<file path="config.mk">
export PLATFORM = sky130hd
export DESIGN_NAME = cap_channel
export DESIGN_NICKNAME = d
export VERILOG_FILES = /design/src/rtl/cap_pkg.sv /design/src/rtl/cap_edge_det.sv /design/src/rtl/cap_store.sv /design/src/rtl/cap_rd_port.sv /design/src/rtl/cap_channel.sv
export SDC_FILE = /design/constraint.sdc
export NUM_CORES = 1
export LEC_CHECK = 0
export ABC_AREA = 1
export CAP_MARGIN = 20
export CORE_AREA = 2 2 79 81
export CTS_BUF_LIST = sky130_fd_sc_hd__clkbuf_16
export DETAILED_ROUTE_END_ITERATION = 10
export DIE_AREA = 0 0 81 83
export DONT_BUFFER_PORTS = 1
export GPL_TIMING_DRIVEN = 1
export PLACE_DENSITY = 0.52
export SLEW_MARGIN = 20
export SYNTH_ARGS = -nofsm -noshare
export SYNTH_HDL_FRONTEND = slang
export SYNTH_HIERARCHICAL = 1
export SYNTH_SLANG_ARGS = --single-unit
</file>
<file path="constraint.sdc">
create_clock -name clk_i -period 1.3 [get_ports clk_i]
set_input_delay 0.26 -clock clk_i [delete_from_list [all_inputs] [get_ports clk_i]]
set_output_delay 0.26 -clock clk_i [all_outputs]
set_load 0.05 [all_outputs]
</file>
<file path="src/rtl/cap_pkg.sv">
package cap_pkg;
  localparam int unsigned CNT_W  = 16;
  localparam int unsigned BYTE_W = 8;
  localparam int unsigned ADDR_W = 2;

  localparam logic [ADDR_W-1:0] ADR_CTRL = 2'd0;
  localparam logic [ADDR_W-1:0] ADR_LO   = 2'd1;
  localparam logic [ADDR_W-1:0] ADR_HI   = 2'd2;

  typedef enum logic [1:0] {
    EDGE_NONE = 2'b00,
    EDGE_RISE = 2'b01,
    EDGE_FALL = 2'b10,
    EDGE_BOTH = 2'b11
  } edge_mode_e;

  typedef struct packed {
    logic       force_ones;
    logic       lock_en;
    edge_mode_e mode;
  } ctrl_t;
endpackage

</file>
<file path="src/rtl/cap_edge_det.sv">
module cap_edge_det #(
  parameter int unsigned SYNC_STAGES = 2
) (
  input  logic               clk_i,
  input  logic               rst_ni,
  input  logic               pin_i,
  input  cap_pkg::edge_mode_e mode_i,
  output logic               trig_o
);
  import cap_pkg::*;

  logic [SYNC_STAGES-1:0] sync_q;
  logic                   prev_q;
  logic                   lvl;

  generate
    for (genvar i = 0; i < SYNC_STAGES; i++) begin : g_sync
      if (i == 0) begin : g_first
        always_ff @(posedge clk_i or negedge rst_ni)
          if (!rst_ni) sync_q[0] <= 1'b0;
          else         sync_q[0] <= pin_i;
      end else begin : g_next
        always_ff @(posedge clk_i or negedge rst_ni)
          if (!rst_ni) sync_q[i] <= 1'b0;
          else         sync_q[i] <= sync_q[i-1];
      end
    end
  endgenerate

  assign lvl = sync_q[SYNC_STAGES-1];

  always_ff @(posedge clk_i or negedge rst_ni)
    if (!rst_ni) prev_q <= 1'b0;
    else         prev_q <= lvl;

  always_comb begin
    unique case (mode_i)
      EDGE_RISE: trig_o = lvl & ~prev_q;
      EDGE_FALL: trig_o = ~lvl & prev_q;
      EDGE_BOTH: trig_o = lvl ^ prev_q;
      default:   trig_o = 1'b0;
    endcase
  end

  // a trigger only ever comes from a change seen at the synchronizer output
  a_r2_trig_needs_change: assert property (@(posedge clk_i) disable iff (!rst_ni)
    trig_o |-> (lvl != prev_q));
  // a rising-only mode never fires on a falling transition
  a_r1_rise_only: assert property (@(posedge clk_i) disable iff (!rst_ni)
    (trig_o && mode_i == EDGE_RISE) |-> lvl);
endmodule

</file>
<file path="src/rtl/cap_store.sv">
module cap_store (
  input  logic                      clk_i,
  input  logic                      rst_ni,
  input  logic                      trig_i,
  input  logic                      lock_en_i,
  input  logic                      force_i,
  input  logic                      ctrl_wr_i,
  input  logic [cap_pkg::CNT_W-1:0] tmr_i,
  output logic [cap_pkg::CNT_W-1:0] cap_o,
  output logic                      locked_o,
  output logic                      evt_o
);
  import cap_pkg::*;

  logic [CNT_W-1:0] cap_q;
  logic             locked_q, evt_q, accept;

  assign accept = trig_i & ~locked_q;

  always_ff @(posedge clk_i or negedge rst_ni) begin
    if (!rst_ni) begin
      cap_q    <= '0;
      locked_q <= 1'b0;
      evt_q    <= 1'b0;
    end else begin
      evt_q <= accept;
      if (force_i)     cap_q <= '1;
      else if (accept) cap_q <= tmr_i;
      // capture's lock wins over a simultaneous control write
      if (accept && lock_en_i) locked_q <= 1'b1;
      else if (ctrl_wr_i)      locked_q <= 1'b0;
    end
  end

  assign cap_o    = cap_q;
  assign locked_o = locked_q;
  assign evt_o    = evt_q;

  a_r2_evt_loads_count: assert property (@(posedge clk_i) disable iff (!rst_ni)
    (evt_q && !$past(force_i)) |-> cap_q == $past(tmr_i));
  a_r6_lock_blocks_evt: assert property (@(posedge clk_i) disable iff (!rst_ni)
    locked_q |=> !evt_q);
  a_r7_force_ones: assert property (@(posedge clk_i) disable iff (!rst_ni)
    $past(force_i) |-> cap_q == '1);
  a_r2_evt_single: assert property (@(posedge clk_i) disable iff (!rst_ni)
    (evt_q && lock_en_i && !ctrl_wr_i) |=> !evt_q);
endmodule

</file>
<file path="src/rtl/cap_rd_port.sv">
module cap_rd_port (
  input  logic                       clk_i,
  input  logic                       rst_ni,
  input  logic                       rd_i,
  input  logic [cap_pkg::ADDR_W-1:0] addr_i,
  input  logic [cap_pkg::CNT_W-1:0]  cap_i,
  input  logic [cap_pkg::BYTE_W-1:0] ctrl_i,
  output logic [cap_pkg::BYTE_W-1:0] rdata_o
);
  import cap_pkg::*;

  logic [BYTE_W-1:0] hi_frz_q;
  logic              frz_q, rd_lo, rd_hi;

  assign rd_lo = rd_i && (addr_i == ADR_LO);
  assign rd_hi = rd_i && (addr_i == ADR_HI);

  always_ff @(posedge clk_i or negedge rst_ni) begin
    if (!rst_ni) begin
      hi_frz_q <= '0;
      frz_q    <= 1'b0;
    end else if (rd_lo) begin
      hi_frz_q <= cap_i[CNT_W-1:BYTE_W];
      frz_q    <= 1'b1;
    end else if (rd_hi) begin
      frz_q    <= 1'b0;
    end
  end

  always_comb begin
    unique case (addr_i)
      ADR_CTRL: rdata_o = ctrl_i;
      ADR_LO:   rdata_o = cap_i[BYTE_W-1:0];
      ADR_HI:   rdata_o = frz_q ? hi_frz_q : cap_i[CNT_W-1:BYTE_W];
      default:  rdata_o = '0;
    endcase
  end

  a_r4_lo_latches_hi: assert property (@(posedge clk_i) disable iff (!rst_ni)
    rd_lo |=> (frz_q && hi_frz_q == $past(cap_i[CNT_W-1:BYTE_W])));
  a_r5_frozen_stable: assert property (@(posedge clk_i) disable iff (!rst_ni)
    (frz_q && !rd_lo) |=> $stable(hi_frz_q));
  a_r4_hi_releases: assert property (@(posedge clk_i) disable iff (!rst_ni)
    (rd_hi && !rd_lo) |=> !frz_q);
endmodule

</file>
<file path="src/rtl/cap_channel.sv">
module cap_channel #(
  parameter int unsigned SYNC_STAGES = 2
) (
  input  logic        clk_i,
  input  logic        rst_ni,
  input  logic [15:0] tmr_cnt_i,
  input  logic        pin_i,
  input  logic        bus_wr_i,
  input  logic        bus_rd_i,
  input  logic [1:0]  bus_addr_i,
  input  logic [7:0]  bus_wdata_i,
  output logic [7:0]  bus_rdata_o,
  output logic        cap_evt_o
);
  import cap_pkg::*;

  localparam int unsigned CTRL_W = $bits(ctrl_t);

  ctrl_t             ctrl_q;
  logic              ctrl_wr, trig, locked;
  logic [CNT_W-1:0]  cap;
  logic [BYTE_W-1:0] ctrl_rd;

  assign ctrl_wr = bus_wr_i && (bus_addr_i == ADR_CTRL);

  always_ff @(posedge clk_i or negedge rst_ni)
    if (!rst_ni)      ctrl_q <= '0;
    else if (ctrl_wr) ctrl_q <= ctrl_t'(bus_wdata_i[CTRL_W-1:0]);

  assign ctrl_rd = {{(BYTE_W-CTRL_W-1){1'b0}}, locked, ctrl_q};

  cap_edge_det #(.SYNC_STAGES(SYNC_STAGES)) u_edge (
    .clk_i  (clk_i),
    .rst_ni (rst_ni),
    .pin_i  (pin_i),
    .mode_i (ctrl_q.mode),
    .trig_o (trig)
  );

  cap_store u_store (
    .clk_i     (clk_i),
    .rst_ni    (rst_ni),
    .trig_i    (trig),
    .lock_en_i (ctrl_q.lock_en),
    .force_i   (ctrl_q.force_ones),
    .ctrl_wr_i (ctrl_wr),
    .tmr_i     (tmr_cnt_i),
    .cap_o     (cap),
    .locked_o  (locked),
    .evt_o     (cap_evt_o)
  );

  cap_rd_port u_rd (
    .clk_i   (clk_i),
    .rst_ni  (rst_ni),
    .rd_i    (bus_rd_i),
    .addr_i  (bus_addr_i),
    .cap_i   (cap),
    .ctrl_i  (ctrl_rd),
    .rdata_o (bus_rdata_o)
  );

  // capture with lock enabled leaves the channel locked even across a control write
  a_r8_lock_on_capture: assert property (@(posedge clk_i) disable iff (!rst_ni)
    (trig && !locked && ctrl_q.lock_en) |=> locked);
  a_r1_none_no_evt: assert property (@(posedge clk_i) disable iff (!rst_ni)
    (ctrl_q.mode == EDGE_NONE) |=> !cap_evt_o);
endmodule

</file>
==> results of run 1 <==
## metrics by stage
step	cell area (um^2)	utilization	setup TNS (ns)	hold WS [ns]
floorplan	1842	-	-0.7088	-0.03559
global placement	1964	0.3378	-2.814	-0.03487
detailed placement	1964	0.3378	-3.166	-0.03497
CTS	2327	0.4002	-2.894	0.008918
global route	2476	0.4258	-4.972	0.001278
finish	2476	0.4258	-3.260	0.01655
## flip-flops by register name (all words and copies together), names as in the netlist
name	count
u_edge/sync_q	1
u_edge/lvl	1
ctrl_q	4
u_edge/prev_q	1
u_store/evt_o	1
u_store/locked_o	1
u_rd/frz_q	1
u_rd/hi_frz_q	8
u_store/cap_o	16
## worst paths after layout
| check | startpoint | endpoint | slack (ns) | cells past startpoint |
|---|---|---|---|---|
| max in group asynchronous | rst_ni | u_rd/frz_q$_DFFE_PN0P_ | 0.67 | 2 |
| min reg2reg | u_edge/sync_q[0]$_DFF_PN0_ | u_edge/lvl$_DFF_PN0_ | 0.35 | 0 |
| min | pin_i | u_edge/sync_q[0]$_DFF_PN0_ | 0.02 | 0 |
| min in group asynchronous | rst_ni | u_store/cap_o[3]$_DFFE_PN0P_ | 0.44 | 2 |
| max reg2reg | u_edge/lvl$_DFF_PN0_ | u_store/cap_o[4]$_DFFE_PN0P_ | -0.14 | 8 |
| max | u_rd/frz_q$_DFFE_PN0P_ | bus_rdata_o[3] | -0.18 | 4 |
## layout make-up
class	instances	area, um^2	share of cell area
multi-input combinational	163	1104	0.4457
clock buffer	5	125.1	0.05053
clock inverter	2	7.507	0.003032
inverter	36	140.1	0.05659
tap	75	93.84	0.03790
sequential	34	852.1	0.3441
timing repair buffer	12	153.9	0.06215
## cell usage after synthesis (all sizes together)
| library cell | count | share of area |
|---|---|---|
| buf | 6 | 0.027 |
| inv | 36 | 0.076 |
| nand3 | 49 | 0.15 |
| or2 | 8 | 0.028 |
| ha | 2 | 0.014 |
| nand2 | 86 | 0.19 |
| o22ai | 1 | 0.0069 |
| conb | 1 | 0.0021 |
| dfrtp | 34 | 0.47 |
| nor2 | 3 | 0.016 |
| o21ai | 8 | 0.022 |
## critical path, cell delays in order, from the launching register on
cell     delay (ns)
dfrtp_2        0.44
buf_6          0.15
nand2_2        0.07
nand3_2        0.10
nand2_4        0.19
## report_power, final
part           total, mW  internal (mW)  switching (mW)  leakage, nW
Sequential          1.59           1.37           0.226        0.393
Clock               1.08          0.683           0.392       0.0723
Combinational       1.61          0.579            1.03        0.751
Total               4.28           2.63            1.65         1.22
## logic make-up (layout without fill, tap and decap cells)
logic type,Yosys count,in the layout
compound gates,9,9
fa+ha+maj,2,2
buf+inv,42,55
flops,34,34
other cells,1,3
simple gates,146,149
## layer usage
metal / up-vias / part of all wire / wire length, um / track usage
met5: - / 0 / 0 / 0
met2: 29 / 0.48 / 2041 / 0.2194
met4: 0 / 0.014 / 59 / 0.04622
met3: 5 / 0.044 / 190 / 0.04022
li1: 766 / - / - / -
met1: 671 / 0.47 / 1997 / 0.1981
## repair_timing
item / in CTS / in global routing
pin swaps: 22 / 21
endpoints found under the hold margin: 34 / 0
endpoints found under the setup margin: 26 / 26
resized for setup: 38 / 32
hold buffers: 2 / 0
gates cloned: 2 / 2
buffers inserted: 1 / 1
==> reports/summary.txt, run 1 <==
CTS tree - yes
Hold Vio Cnt, Final - 0
fin crit period - 1.485 ns
Layout Cells excl Fill - 327
worst path arrival time - 1.22 ns
Core Rows - 28
Syn Std Cell Area - 1814 um^2
fill cell count - 618
fmax - 0.6736 GHz
synthesis-to-layout area growth - 36.48%
H-tree depth - 2
core area - 5816 um^2
area share of fa/ha/maj cells after synthesis - 0.01379
DRC viols - 0
Netlist cell types - 20
gr ovfl total - 0
Die X - 81 um
failing checks - setup timing
Total GRT Usage - 0.1446
# setup viols final - 25
vias in the first global route - 1,462
critical path required time - 1.04 ns
power after layout - 4.279 mW
largest net degree at the start of global routing - 35
clk root buf - clkbuf_16
drt wl/cell - 13.12 um
Leak - 1.216 nW
I/O Pins - 40
multiplexer share of the synthesized area - 0
Final #Nets - 285
Hold Path Class - in -> reg
CTS Buf Count - 5
Inst Count DP - 312
drt pass-1 iters - 4
maxcap violations - 0
largest family of logic cells by synthesized area - simple AND/OR/NAND/NOR gates
Yosys reg bits - 34
Synth Instances - 234
commonest non-fill, non-tap cells in the layout - 54 x nand2_1, 33 x dfrtp_1, 31 x inv_1
unrepaired setup endpoints after global routing - yes
# port buffers - 0
commonest non-fill, non-tap cell in the layout - nand2_1
die area - 6723 um^2
ratio of cells with drive above 1 in the final layout - 0.3968
Worst-path clk slew - 0.05 ns
clk_lat worst skew - 0.27 ns
diode count - 0
post-synthesis compound-gate area fraction - 0.02897
warnings from Yosys - 6
Setup WS post-layout - -0.1845 ns
CTS Sinks - 34
crit path kind - reg -> out
Die H - 83 um
status - finished with violations
Detailed Route Iter0 Violations - 78
post-synthesis xor/xnor area fraction - 0
WL final - 4289 um
Max Root-Sink Buffers - 2
antenna-violating nets left - 0
via count - 1,471
Via density - 4.498
detailed placer's ending HPWL - 2845 um
Post-Synthesis Mean Instance Area - 7.753 um^2
CP Launch Type - flop
crit end category - output port
first-pass GRT wire length - 7320 um
Seq/Total Area, Yosys - 0.4690
peak supply drop - 778.7 uV
clock skew - 0.004424 ns
Max Slew Vio Count - 0
Pwr per Cell Area - 1728 nW/um^2
Initial Utilization - 0.3120
post-route clock period utilization - 1.142
Crit Path Max Fanout - 5
simple-gate area share of the yosys netlist - 0.3834
dpl ws - -0.2172 ns
GPL Wtd Cong - 0.7070
initial antenna violation count - 0
No activity file was read; power rests on OpenSTA's default activity.
==> run 2, diff against run 1 <==
--- a/config.mk
+++ b/config.mk
@@ -7,13 +7,16 @@
 export LEC_CHECK = 0
 export ABC_AREA = 1
 export CAP_MARGIN = 20
+export CELL_PAD_IN_SITES_DETAIL_PLACEMENT = 0
+export CELL_PAD_IN_SITES_GLOBAL_PLACEMENT = 1
 export CORE_AREA = 2 2 79 81
 export CTS_BUF_LIST = sky130_fd_sc_hd__clkbuf_16
 export DETAILED_ROUTE_END_ITERATION = 10
 export DIE_AREA = 0 0 81 83
 export DONT_BUFFER_PORTS = 1
 export GPL_TIMING_DRIVEN = 1
-export PLACE_DENSITY = 0.52
+export PLACE_DENSITY = 0.63
+export REMOVE_ABC_BUFFERS = 1
 export SLEW_MARGIN = 20
 export SYNTH_ARGS = -nofsm -noshare
 export SYNTH_HDL_FRONTEND = slang
==> constraint.sdc (replaced) <==
create_clock -name clk_i -period 1.7 [get_ports clk_i]
set_input_delay 0.34 -clock clk_i [delete_from_list [all_inputs] [get_ports clk_i]]
set_output_delay 0.34 -clock clk_i [all_outputs]
set_load 0.05 [all_outputs]
==> reports/summary.txt, run 2 (synthesis gave the netlist of run 1 again) <==
status - completed (was finished with violations)
final core utilization - 0.3739 (was 0.4258)
commonest non-fill, non-tap cell in the layout - nand2_1 (unchanged)
WL final - 3969 um (was 4289 um)
Hold Vio Cnt, Final - 0 (unchanged)
Final #Nets - 285 (unchanged)
crit path kind - reg -> out (unchanged)
Total GRT Usage - 0.1299 (was 0.1446)
antenna-violating nets left - 0 (unchanged)
CTS Buf Count - 5 (unchanged)
dpl cell area - 2002 um^2 (was 1964 um^2)
met1 wire length - 1947 um (was 1997 um)
CTS Sinks - 34 (unchanged)
crit end category - output port (unchanged)
I/O Pins - 40 (unchanged)
peak supply drop - 512.4 uV (was 778.7 uV)
synthesis-to-layout area growth - 19.86% (was 36.48%)
DRC viols - 0 (unchanged)
first-pass GRT wire length - 6886 um (was 7320 um)
critical path required time - 1.36 ns (was 1.04 ns)
worst path arrival time - 1.26 ns (was 1.22 ns)
largest net degree at the start of global routing - 35 (unchanged)
drt wl/cell - 12.10 um (was 13.12 um)
Die X - 81 um (unchanged)
commonest non-fill, non-tap cells in the layout - 82 x nand2_1, 46 x nand3_1, 34 x dfrtp_1 (was 54 x nand2_1, 33 x dfrtp_1, 31 x inv_1)
Worst-path clk slew - 0.05 ns (about the same)
vias in the first global route - 1,471 (was 1,462)
detailed placer's ending HPWL - 2863 um (was 2845 um)
clock skew - 0.004094 ns (was 0.004424 ns)
Crit Path Max Fanout - 9 (was 5)
Fin Setup TNS - 0 ns (was -3.260 ns)
Hold Path Class - in -> reg (unchanged)
initial antenna violation count - 0 (unchanged)
Top Layer Used - met4 (unchanged)
# port buffers - 0 (unchanged)
gr ovfl total - 0 (unchanged)
wire length on met3 - 173 um (was 190 um)
H-tree depth - 2 (unchanged)
Die H - 83 um (unchanged)
maxcap violations - 0 (unchanged)
Initial Utilization - 0.3120 (unchanged)
fmax - 0.6268 GHz
final design instance area without fill - 2175 um^2 (was 2476 um^2)
Via density - 4.409 (was 4.498)
Pwr per Cell Area - 1384 nW/um^2 (was 1728 nW/um^2)
via count - 1,446 (was 1,471)
clk root buf - clkbuf_16 (unchanged)
GPL Wtd Cong - 0.7339 (was 0.7070)
Setup WS post-layout - 0.1047 ns (was -0.1845 ns)
unrepaired setup endpoints after global routing - no (was yes)
Leak - 1.156 nW (was 1.216 nW)
# setup viols final - 0 (was 25)
fin crit period - 1.595 ns
Max Slew Vio Count - 0 (unchanged)
ratio of cells with drive above 1 in the final layout - 0.1660 (was 0.3968)
drt pass-1 iters - 4 (unchanged)
Max Root-Sink Buffers - 2 (unchanged)
core area - 5816 um^2 (unchanged)
max reg flops - 16 (unchanged)
CTS tree - yes (unchanged)
diode count - 0 (unchanged)
dpl ws - 0.1701 ns (was -0.2172 ns)
clk_lat worst skew - 0.27 ns (about the same)
routed wl met2 - 1814 um (was 2041 um)
CP Launch Type - flop (unchanged)
post-route clock period utilization - 0.9384
die area - 6723 um^2 (unchanged)
Post-CTS Setup Bufs - 0 (was 1)
Detailed Route Iter0 Violations - 77 (was 78)
Core Rows - 28 (unchanged)
## run 2: layer usage
layer / up-vias / GRT usage
met5: - / 0
met3: 4 / 0.03696
met2: 30 / 0.2006
met1: 652 / 0.1764
li1: 760 / -
met4: 0 / 0.03698
## run 2: worst max-delay path, stage by stage (launching register included)
cell     delay, ns
dfrtp_1       0.38
buf_4         0.17
nand2_1       0.06
nand3_1       0.07
nand2_1       0.10
buf_4         0.20
## run 2: area by class of cell
cell class,count,area (um^2)
sequential,34,850.8
tap,75,93.84
fill,646,3641
inverter,36,137.6
multi-input combinational,160,787.0
clock inverter,3,11.26
timing repair buffer,15,168.9
clock buffer,5,125.1
## run 2: per-stage QoR
step | std cells | hold WS [ns] | power [mW]
floorplan | 230 | 0.04441 | 1.873
global placement | 318 | 0.04599 | 2.159
detailed placement | 318 | 0.04598 | 2.170
CTS | 328 | 0.09018 | 3.042
global route | 328 | 0.08551 | 3.239
finish | 328 | 0.09459 | 3.009
## run 2: worst paths after layout
path,startpoint,to,slack [ns],depth (start not counted)
setup / recovery,u_rd/frz_q$_DFFE_PN0P_,bus_rdata_o[4],0.10,5
setup reg to reg,u_edge/prev_q$_DFF_PN0_,u_store/cap_o[12]$_DFFE_PN0P_,0.17,9
hold / removal,pin_i,u_edge/sync_q[0]$_DFF_PN0_,0.09,0
hold reg to reg,u_edge/sync_q[0]$_DFF_PN0_,u_edge/lvl$_DFF_PN0_,0.35,0
min in group asynchronous,rst_ni,u_store/cap_o[3]$_DFFE_PN0P_,0.56,2
max in group asynchronous,rst_ni,ctrl_q[3]$_DFFE_PN0P_,0.95,2
## run 2: repair_timing
item	in CTS	in global routing
gates resized for setup	0	3
hold buffers	2	0
endpoints found under the hold margin	34	0
setup endpoints to repair	0	8
## run 2: where the power goes
group          internal (mW)  switching (mW)  leakage, nW
sequential              1.04           0.150        0.394
combinational          0.368           0.609        0.696
clock                  0.526           0.312       0.0663
total                   1.94            1.07         1.16
==> run 3, diff against run 2 <==
--- a/config.mk
+++ b/config.mk
@@ -9,13 +9,13 @@
 export CAP_MARGIN = 20
 export CELL_PAD_IN_SITES_DETAIL_PLACEMENT = 0
 export CELL_PAD_IN_SITES_GLOBAL_PLACEMENT = 1
-export CORE_AREA = 2 2 79 81
+export CORE_AREA = 2 2 67 69
 export CTS_BUF_LIST = sky130_fd_sc_hd__clkbuf_16
 export DETAILED_ROUTE_END_ITERATION = 10
-export DIE_AREA = 0 0 81 83
+export DIE_AREA = 0 0 69 71
 export DONT_BUFFER_PORTS = 1
 export GPL_TIMING_DRIVEN = 1
-export PLACE_DENSITY = 0.63
+export PLACE_DENSITY = 0.82
 export REMOVE_ABC_BUFFERS = 1
 export SLEW_MARGIN = 20
 export SYNTH_ARGS = -nofsm -noshare
==> reports/summary.txt, run 3 (synthesis gave the netlist of run 1 again) <==
cells along the critical path - buf_4 -> nand2_1 -> nand3_1 -> nand2_2 -> buf_12 (was buf_4 -> nand2_1 -> nand3_1 -> nand2_1 -> buf_4)
CP Launch Type - flop (unchanged)
via count - 1,417 (was 1,446)
ratio of cells with drive above 1 in the final layout - 0.1680 (was 0.1660)
clk_lat worst skew - 0.28 ns (was 0.27 ns)
I/O Pins - 40 (unchanged)
Total GRT Usage - 0.1628 (was 0.1299)
Core Rows - 24 (was 28)
drt pass-1 iters - 4 (unchanged)
crit path kind - reg -> out (unchanged)
core area - 4204 um^2 (was 5816 um^2)
crit end category - output port (unchanged)
Layout Cells excl Fill - 302 (was 328)
CTS tree - yes (unchanged)
Inst Count DP - 292 (was 318)
Pwr per Cell Area - 1405 nW/um^2 (was 1384 nW/um^2)
WL final - 3672 um (was 3969 um)
synthesis-to-layout area growth - 15.93% (was 19.86%)
commonest non-fill, non-tap cell in the layout - nand2_1 (unchanged)
fmax - 0.6159 GHz (was 0.6268 GHz)
largest net degree at the start of global routing - 35 (unchanged)
critical path required time - 1.36 ns (about the same)
unrepaired setup endpoints after global routing - no (unchanged)
Crit Path Max Fanout - 9 (unchanged)
Die X - 69 um (was 81 um)
Hold Vio Cnt, Final - 0 (unchanged)
peak supply drop - 795.3 uV (was 512.4 uV)
die area - 4899 um^2 (was 6723 um^2)
Leak - 1.139 nW (was 1.156 nW)
diode count - 0 (unchanged)
# port buffers - 0 (unchanged)
Detailed Route Iter0 Violations - 42 (was 77)
CTS Sinks - 34 (unchanged)
first-pass GRT wire length - 6196 um (was 6886 um)
Worst path slowest cell - dfrtp_1 (unchanged)
max reg flops - 16 (unchanged)
drt wl/cell - 12.16 um (was 12.10 um)
power after layout - 2.956 mW (was 3.009 mW)
Max Slew Vio Count - 0 (unchanged)
Fin Setup TNS - 0 ns (unchanged)
CP peak stage delay - 0.38 ns (about the same)
Final #Nets - 282 (was 285)
worst path arrival time - 1.28 ns (was 1.26 ns)
clk root buf - clkbuf_16 (unchanged)
H-tree depth - 2 (unchanged)
post-route clock period utilization - 0.9551 (was 0.9384)
final design instance area without fill - 2103 um^2 (was 2175 um^2)
CTS Buf Count - 5 (unchanged)
Worst-path clk slew - 0.05 ns (about the same)
GPL Wtd Cong - 0.7496 (was 0.7339)
fin crit period - 1.624 ns (was 1.595 ns)
detailed placer's ending HPWL - 2575 um (was 2863 um)
Max Root-Sink Buffers - 2 (unchanged)
DRC viols - 0 (unchanged)
Hold Path Class - in -> reg (unchanged)
vias in the first global route - 1,263 (was 1,471)
maxcap violations - 0 (unchanged)
# setup viols final - 0 (unchanged)
initial antenna violation count - 0 (unchanged)
Post-CTS Setup Bufs - 0 (unchanged)
status - completed (unchanged)
Via density - 4.692 (was 4.409)
clock skew - 0.003981 ns (was 0.004094 ns)
gr ovfl total - 0 (unchanged)
antenna-violating nets left - 0 (unchanged)
Die H - 71 um (was 83 um)
Initial Utilization - 0.4315 (was 0.3120)
commonest non-fill, non-tap cells in the layout - 81 x nand2_1, 46 x nand3_1, 33 x inv_1, 33 x dfrtp_1 (was 82 x nand2_1, 46 x nand3_1, 34 x dfrtp_1)
dpl cell area - 1926 um^2 (was 2002 um^2)
-- run 3: through the flow --
step / worst slack [ns] / hold slack [ns] / util
after floorplan: 0.1500 / 0.04441 / -
after global placement: 0.2046 / 0.04512 / 0.4580
after detailed placement: 0.1651 / 0.04505 / 0.4580
after CTS: 0.005807 / 0.08251 / 0.4979
after global routing: 0.002719 / 0.07545 / 0.5003
final: 0.07638 / 0.08889 / 0.5003
-- run 3: per-layer routing --
layer  GRT usage  up-vias  routed length [um]
met3     0.05983        5                 223
met2      0.2297       32                1621
met4     0.05229        0                  57
li1            -      750                   -
met5           0        -                   0
met1      0.2328      630                1770
-- run 3: worst max-delay path: cells and delay by family (launching register included) --
family        cells  cell delay [ns]
flops             1             0.38
buf+inv           2             0.30
simple gates      3             0.32
-- run 3: layout make-up --
cell class,instances,area [um^2]
clock buffers,5,125.1
well taps,52,65.06
flip-flops and latches,34,852.1
fillers,437,2101
clock inverters,3,12.51
inverters,36,137.6
multi-input cells,160,789.5
repair buffers,12,121.4
-- run 3: report_power, final --
| group | leakage [nW] | internal [mW] | switching (mW) |
|---|---|---|---|
| sequential | 0.393 | 1.05 | 0.155 |
| clock | 0.0724 | 0.528 | 0.308 |
| combinational | 0.674 | 0.331 | 0.588 |
| total | 1.14 | 1.90 | 1.05 |
-- run 3: repair_timing --
| item | 4_1_cts | 5_1_grt |
|---|---|---|
| gates resized for setup | 0 | 5 |
| endpoints found under the setup margin | 0 | 8 |
| hold buffers | 2 | 0 |
| endpoints found under the hold margin | 34 | 0 |
-- run 3: worst paths after layout --
check | to | slack (ns) | depth (start not counted) | start
setup / recovery | bus_rdata_o[5] | 0.08 | 5 | u_rd/frz_q$_DFFE_PN0P_
hold / removal | u_edge/sync_q[0]$_DFF_PN0_ | 0.09 | 0 | pin_i
setup reg to reg | u_store/cap_o[14]$_DFFE_PN0P_ | 0.18 | 8 | u_edge/lvl$_DFF_PN0_
hold reg to reg | u_edge/lvl$_DFF_PN0_ | 0.35 | 0 | u_edge/sync_q[0]$_DFF_PN0_
max in group asynchronous | ctrl_q[3]$_DFFE_PN0P_ | 1.01 | 2 | rst_ni
min in group asynchronous | u_edge/sync_q[0]$_DFF_PN0_ | 0.51 | 2 | rst_ni
